$ cat src/rtl/usbirq_pkg.sv
package usbirq_pkg;
  localparam int DW = 32;
  localparam int AW = 8;
  // Word offsets (byte offset >> 2)
  localparam logic [5:0] W_REV      = 6'h00;
  localparam logic [5:0] W_CTRL     = 6'h01;
  localparam logic [5:0] W_STAT     = 6'h02;
  localparam logic [5:0] W_EP_SRC   = 6'h08;
  localparam logic [5:0] W_EP_SSET  = 6'h09;
  localparam logic [5:0] W_EP_SCLR  = 6'h0A;
  localparam logic [5:0] W_EP_MSK   = 6'h0B;
  localparam logic [5:0] W_EP_MSET  = 6'h0C;
  localparam logic [5:0] W_EP_MCLR  = 6'h0D;
  localparam logic [5:0] W_EP_MSKD  = 6'h0E;
  localparam logic [5:0] W_CO_SRC   = 6'h10;
  localparam logic [5:0] W_CO_SSET  = 6'h11;
  localparam logic [5:0] W_CO_SCLR  = 6'h12;
  localparam logic [5:0] W_CO_MSK   = 6'h13;
  localparam logic [5:0] W_CO_MSET  = 6'h14;
  localparam logic [5:0] W_CO_MCLR  = 6'h15;
  localparam logic [5:0] W_CO_MSKD  = 6'h16;
  localparam logic [5:0] W_EOI      = 6'h18;

  typedef struct packed {
    logic src_set;
    logic src_clr;
    logic msk_set;
    logic msk_clr;
  } grp_we_t;
endpackage

$ cat src/rtl/usbirq_group.sv
module usbirq_group #(
  parameter int          W    = 32,
  parameter logic [W-1:0] IMPL = '1
) (
  input  logic                  clk,
  input  logic                  rst,
  input  logic                  soft_rst,
  input  logic [W-1:0]          hw_evt,
  input  usbirq_pkg::grp_we_t   we,
  input  logic [W-1:0]          wdata,
  output logic [W-1:0]          src_q,
  output logic [W-1:0]          msk_q,
  output logic [W-1:0]          masked
);
  logic [W-1:0] set_v, clr_v, mset_v, mclr_v, src_n, msk_n;

  always_comb begin
    set_v  = we.src_set ? wdata : '0;
    clr_v  = we.src_clr ? wdata : '0;
    mset_v = we.msk_set ? wdata : '0;
    mclr_v = we.msk_clr ? wdata : '0;
    // hardware events are OR-ed after the clear so they are never lost
    src_n  = (((src_q | set_v) & ~clr_v) | hw_evt) & IMPL;
    msk_n  = ((msk_q | mset_v) & ~mclr_v) & IMPL;
    masked = src_q & msk_q;
  end

  always_ff @(posedge clk) begin
    if (rst || soft_rst) begin
      src_q <= '0;
      msk_q <= '0;
    end else begin
      src_q <= src_n;
      msk_q <= msk_n;
    end
  end

  // an event on an implemented bit is latched even under a clear
  a_r8_hw_wins: assert property (@(posedge clk) disable iff (rst)
    (!soft_rst && ((hw_evt & IMPL) != '0)) |=>
      ((src_q & $past(hw_evt & IMPL)) == $past(hw_evt & IMPL)));

  // the mask only moves on a mask alias write or soft reset
  a_r6_mask_hold: assert property (@(posedge clk) disable iff (rst)
    (!soft_rst && !we.msk_set && !we.msk_clr) |=> $stable(msk_q));
endmodule

$ cat src/rtl/usbirq_gate.sv
module usbirq_gate (
  input  logic clk,
  input  logic rst,
  input  logic soft_rst,
  input  logic pending,
  input  logic eoi,
  output logic irq_q,
  output logic armed_q
);
  always_ff @(posedge clk) begin
    if (rst || soft_rst) begin
      irq_q   <= 1'b0;
      armed_q <= 1'b1;
    end else begin
      irq_q <= pending & (irq_q | armed_q);
      if (eoi)                   armed_q <= 1'b1;
      else if (armed_q && pending) armed_q <= 1'b0;
    end
  end

  // without re-arming the line cannot rise
  a_r10_no_rearm: assert property (@(posedge clk) disable iff (rst)
    (!armed_q && !eoi) |=> !$rose(irq_q));

  // a rising line implies the block was armed
  a_r9_rise_armed: assert property (@(posedge clk) disable iff (rst)
    $rose(irq_q) |-> $past(armed_q));

  // soft reset drops the line and re-arms
  a_r11_soft_rst: assert property (@(posedge clk) disable iff (rst)
    soft_rst |=> (!irq_q && armed_q));
endmodule

$ cat src/rtl/usb_irq_agg.sv
module usb_irq_agg #(
  parameter int          N_EP     = 16,
  parameter int          N_CORE   = 9,
  parameter int          CORE_LSB = 16,
  parameter logic [31:0] REV_ID   = 32'h0001_0A00
) (
  input  logic              clk,
  input  logic              rst,
  input  logic              bus_valid,
  input  logic              bus_write,
  input  logic [7:0]        bus_addr,
  input  logic [31:0]       bus_wdata,
  output logic [31:0]       bus_rdata,
  output logic              bus_rvalid,
  input  logic [N_EP-1:0]   ep_tx_i,
  input  logic [N_EP-1:0]   ep_rx_i,
  input  logic [N_CORE-1:0] core_evt_i,
  output logic              irq_o
);
  import usbirq_pkg::*;

  localparam int RX_LSB = 16;

  function automatic logic [DW-1:0] ep_impl_f();
    logic [DW-1:0] m = '0;
    for (int i = 0; i < N_EP; i++) begin
      m[i] = 1'b1;
      if (i > 0) m[RX_LSB+i] = 1'b1;
    end
    return m;
  endfunction

  function automatic logic [DW-1:0] core_impl_f();
    logic [DW-1:0] m = '0;
    for (int k = 0; k < N_CORE; k++) m[CORE_LSB+k] = 1'b1;
    return m;
  endfunction

  localparam logic [DW-1:0] EP_IMPL   = ep_impl_f();
  localparam logic [DW-1:0] CORE_IMPL = core_impl_f();

  logic [5:0]    widx;
  logic          wr, rd, soft_rst, eoi, pending, armed;
  grp_we_t       ep_we, co_we;
  logic [DW-1:0] ep_hw, co_hw;
  logic [DW-1:0] ep_src, ep_msk, ep_mskd, co_src, co_msk, co_mskd;
  logic [DW-1:0] rd_mux;

  assign widx = bus_addr[7:2];
  assign wr   = bus_valid &  bus_write;
  assign rd   = bus_valid & ~bus_write;

  always_comb begin
    ep_hw = '0;
    co_hw = '0;
    for (int i = 0; i < N_EP; i++) begin
      ep_hw[i] = ep_tx_i[i];
      if (i > 0) ep_hw[RX_LSB+i] = ep_rx_i[i];
    end
    for (int k = 0; k < N_CORE; k++) co_hw[CORE_LSB+k] = core_evt_i[k];
  end

  always_comb begin
    ep_we.src_set = wr && (widx == W_EP_SSET);
    ep_we.src_clr = wr && (widx == W_EP_SCLR);
    ep_we.msk_set = wr && (widx == W_EP_MSET);
    ep_we.msk_clr = wr && (widx == W_EP_MCLR);
    co_we.src_set = wr && (widx == W_CO_SSET);
    co_we.src_clr = wr && (widx == W_CO_SCLR);
    co_we.msk_set = wr && (widx == W_CO_MSET);
    co_we.msk_clr = wr && (widx == W_CO_MCLR);
    soft_rst      = wr && (widx == W_CTRL) && bus_wdata[0];
    eoi           = wr && (widx == W_EOI);
  end

  usbirq_group #(.W(DW), .IMPL(EP_IMPL)) u_ep (
    .clk(clk), .rst(rst), .soft_rst(soft_rst), .hw_evt(ep_hw),
    .we(ep_we), .wdata(bus_wdata),
    .src_q(ep_src), .msk_q(ep_msk), .masked(ep_mskd));

  usbirq_group #(.W(DW), .IMPL(CORE_IMPL)) u_core (
    .clk(clk), .rst(rst), .soft_rst(soft_rst), .hw_evt(co_hw),
    .we(co_we), .wdata(bus_wdata),
    .src_q(co_src), .msk_q(co_msk), .masked(co_mskd));

  assign pending = (ep_mskd != '0) || (co_mskd != '0);

  usbirq_gate u_gate (
    .clk(clk), .rst(rst), .soft_rst(soft_rst), .pending(pending),
    .eoi(eoi), .irq_q(irq_o), .armed_q(armed));

  always_comb begin
    unique case (widx)
      W_REV:                               rd_mux = REV_ID;
      W_STAT:                              rd_mux = {30'd0, armed, pending};
      W_EP_SRC, W_EP_SSET, W_EP_SCLR:      rd_mux = ep_src;
      W_EP_MSK, W_EP_MSET, W_EP_MCLR:      rd_mux = ep_msk;
      W_EP_MSKD:                           rd_mux = ep_mskd;
      W_CO_SRC, W_CO_SSET, W_CO_SCLR:      rd_mux = co_src;
      W_CO_MSK, W_CO_MSET, W_CO_MCLR:      rd_mux = co_msk;
      W_CO_MSKD:                           rd_mux = co_mskd;
      default:                             rd_mux = '0;
    endcase
  end

  always_ff @(posedge clk) begin
    if (rst) begin
      bus_rdata  <= '0;
      bus_rvalid <= 1'b0;
    end else begin
      bus_rvalid <= rd;
      if (rd) bus_rdata <= rd_mux;
    end
  end

  // every read request is answered exactly one cycle later
  a_r2_rvalid: assert property (@(posedge clk) disable iff (rst)
    rd |=> bus_rvalid);
  a_r2_no_spurious: assert property (@(posedge clk) disable iff (rst)
    !rd |=> !bus_rvalid);
endmodule

$ cat config.mk
export PLATFORM = sky130hd
export DESIGN_NAME = usb_irq_agg
export DESIGN_NICKNAME = d
export VERILOG_FILES = /design/src/rtl/usbirq_pkg.sv /design/src/rtl/usbirq_group.sv /design/src/rtl/usbirq_gate.sv /design/src/rtl/usb_irq_agg.sv
export SDC_FILE = /design/constraint.sdc
export NUM_CORES = 1
export LEC_CHECK = 0
export BUFFER_PORTS_ARGS = -buffer_cell sky130_fd_sc_hd__buf_2
export CORE_MARGIN = 4
export CORE_UTILIZATION = 50
export CTS_BUF_LIST = sky130_fd_sc_hd__clkbuf_16
export CTS_CLUSTER_SIZE = 40
export DETAILED_ROUTE_END_ITERATION = 8
export PLACE_DENSITY = 0.72
export SLEW_MARGIN = 40
export SYNTH_ARGS = -nofsm -noshare
export SYNTH_HDL_FRONTEND = slang
export SYNTH_HIERARCHICAL = 1
export SYNTH_SLANG_ARGS = --single-unit
$ cat constraint.sdc
create_clock -name clk -period 4.4 [get_ports clk]
set_input_delay 0.22 -clock clk [delete_from_list [all_inputs] [get_ports clk]]
set_output_delay 0.22 -clock clk [all_outputs]
set_load 0.02 [all_outputs]
==> impl_metrics.tcl <==
set metrics [dict create \
    syn2layout_area_growth_pct 12.66 \
    cts.path.max_buffers 2 \
    slew_violations 0 \
    die_area_um2 15680 \
    firstDrtPassIters 8 \
    rsz0062_at_grt "no" \
    via_per_inst 5.932 \
    hp-class "input port to flip-flop" \
    post-route-period-util_pct 59.43 \
    clock_sinks 115 \
    io_pins 119 \
    wire_per_inst_um 18.95 \
    skew_ps 6.768 \
    ctsHoldBuffers 0 \
    cts-root-buf "clkbuf_16" \
    drc_errors 0 \
    required_ps 4710 \
    outcome "complete, no violations" \
    startpoint "u_ep/src_q[20]" \
    fillCellCount 1238 \
    slew-limit-headroom_pct 48.31 \
    final_cell_mix "115 x dfxtp_1, 115 x buf_2, 72 x a211oi_1, 72 x conb_1, 70 x nand2_1" \
    grt_first_pass_wirelength_um 31670 \
    p_per_area_nw_per_um2 334.1 \
    avgSynthCellArea_um2 9.038 \
    worstSetupEndpointType "flip-flop" \
    r2r_end "bus_rdata[0]" \
    fin_crit_ps 2615 \
    startpoint_type "flip-flop" \
    gp_congestion 0.8964 \
    grt_max_degree 38 \
    grt_use_total_pct 25.11 \
    cts.htree.levels 4 \
    grt_pass1_vias 5963 \
    drive_above_1_share_pct 25.55 \
    area.sequential_um2 2302 \
    initial_utilization_pct 51.46 \
    endpoint "bus_rdata[0]" \
    overflow 0 \
    diodes 0 \
    cts_buffers 17 \
    design_area_um2 7739 \
    die_y_um 125.2 \
    postSynthCellCount 760 \
    vias 6128 \
    numPortBuffers 115 \
    core_area_um2 13350 \
    fp.dieW_um 125.2 \
    fin_util_pct 57.98 \
    setup_violations 0 \
    postCtsSetupRepairBufs 0 \
    fmax_mhz 382.4 \
    syn_area_um2 6869 \
    setup_tns_ps 0 \
    tightest_slew_ps 773.8 \
    place_area_um2 7198 \
    insertion_delay_ps 420 \
    rows 42 \
    reg2reg_depth 6 \
    dpl.hpwl_um 13130 \
    irDropWorstVdd_uv 257.4 \
    totalWireLength_um 19580 \
    final.setup.worst_slack_ps 1785 \
    r2r_slack_ps 1780 \
    nets 933 \
    ant_nets 0 \
    cts_resized 0 \
    multi_input_area_um2 3799 \
    leakage_nw 2.845 \
    antenna_found_initial 0 \
    final_hold_viol_count 0 \
    tritoncts "done" \
    pre_cts_ws_ps 1734 \
    drt_iter0_markers 599 \
    path_max_fanout 3 \
    yosys_warnings 6 \
    maxCapViolCount 0 \
    crit_type "flip-flop to flip-flop" \
    rr_startpoint "u_ep/src_q[20]" \
    clkTransAtPathRegs_ps 50 \
    cp.arrival_ps 2920 \
]
worst min-delay path by stage:
stage | from | end | slack [ps] | depth (start not counted)
global route | bus_wdata[8] | u_ep/msk_q[8] | 10 | 2
CTS | bus_wdata[8] | u_ep/msk_q[8] | 10 | 2
global placement | bus_wdata[25] | u_ep/msk_q[25] | 450 | 2
floorplan | rst | u_gate/irq_q | 300 | 1
finish | bus_wdata[6] | u_ep/msk_q[6] | 30 | 2
detailed placement | bus_wdata[4] | u_ep/msk_q[4] | 450 | 2
critical path, cell delays in order, from the launching register on:
cell and delay [ps]:
dfxtp_1 320, and2_1 210, nor4_1 600, nand4_1 210, or4_4 590, and3_1 170
o41a_1 400
sequential cells by signal, indices dropped and copies added, names as in the netlist:
signal	count
u_core/msk_q	9
bus_rdata	32
u_core/src_q	9
u_gate/irq_q	1
u_ep/msk_q	31
u_ep/src_q	31
u_gate/armed_q	1
bus_rvalid	1
layer usage:
| layer | global-route usage [%] | part of all wire, % | routed length [um] |
|---|---|---|---|
| met1 | 32.61 | 43 | 8481 |
| met2 | 40.34 | 47 | 9128 |
| met3 | 5.928 | 7.8 | 1524 |
| met4 | 10.33 | 2.3 | 445 |
| met5 | 0 | 0 | 0 |
where the power goes:
group          switching [W]  total (W)  internal, W  leakage, nW
Sequential         0.0000251    0.00110      0.00107        0.940
Combinational       0.000146   0.000226    0.0000802         1.64
Clock               0.000460    0.00126     0.000802        0.265
through the flow:
| stage | hold slack (ps) | instances | total power [W] |
|---|---|---|---|
| after floorplan | 296.8 | 830 | 0.001295 |
| after global placement | 453.3 | 1002 | 0.001333 |
| after detailed placement | 451.0 | 1004 | 0.001337 |
| after CTS | 11.93 | 1032 | 0.002591 |
| after global routing | 13.86 | 1033 | 0.002673 |
| final | 27.69 | 1033 | 0.002586 |
layout make-up:
| class | count | area share (%) |
|---|---|---|
| Tap cell | 176 | 2.846 |
| Clock buffer | 17 | 5.497 |
| Sequential cell | 115 | 29.75 |
| Inverter | 41 | 1.989 |
| Timing Repair Buffer | 131 | 9.555 |
| Multi-Input combinational cell | 542 | 49.09 |
| Clock inverter | 11 | 1.277 |
(Power assumes the default switching activity.)
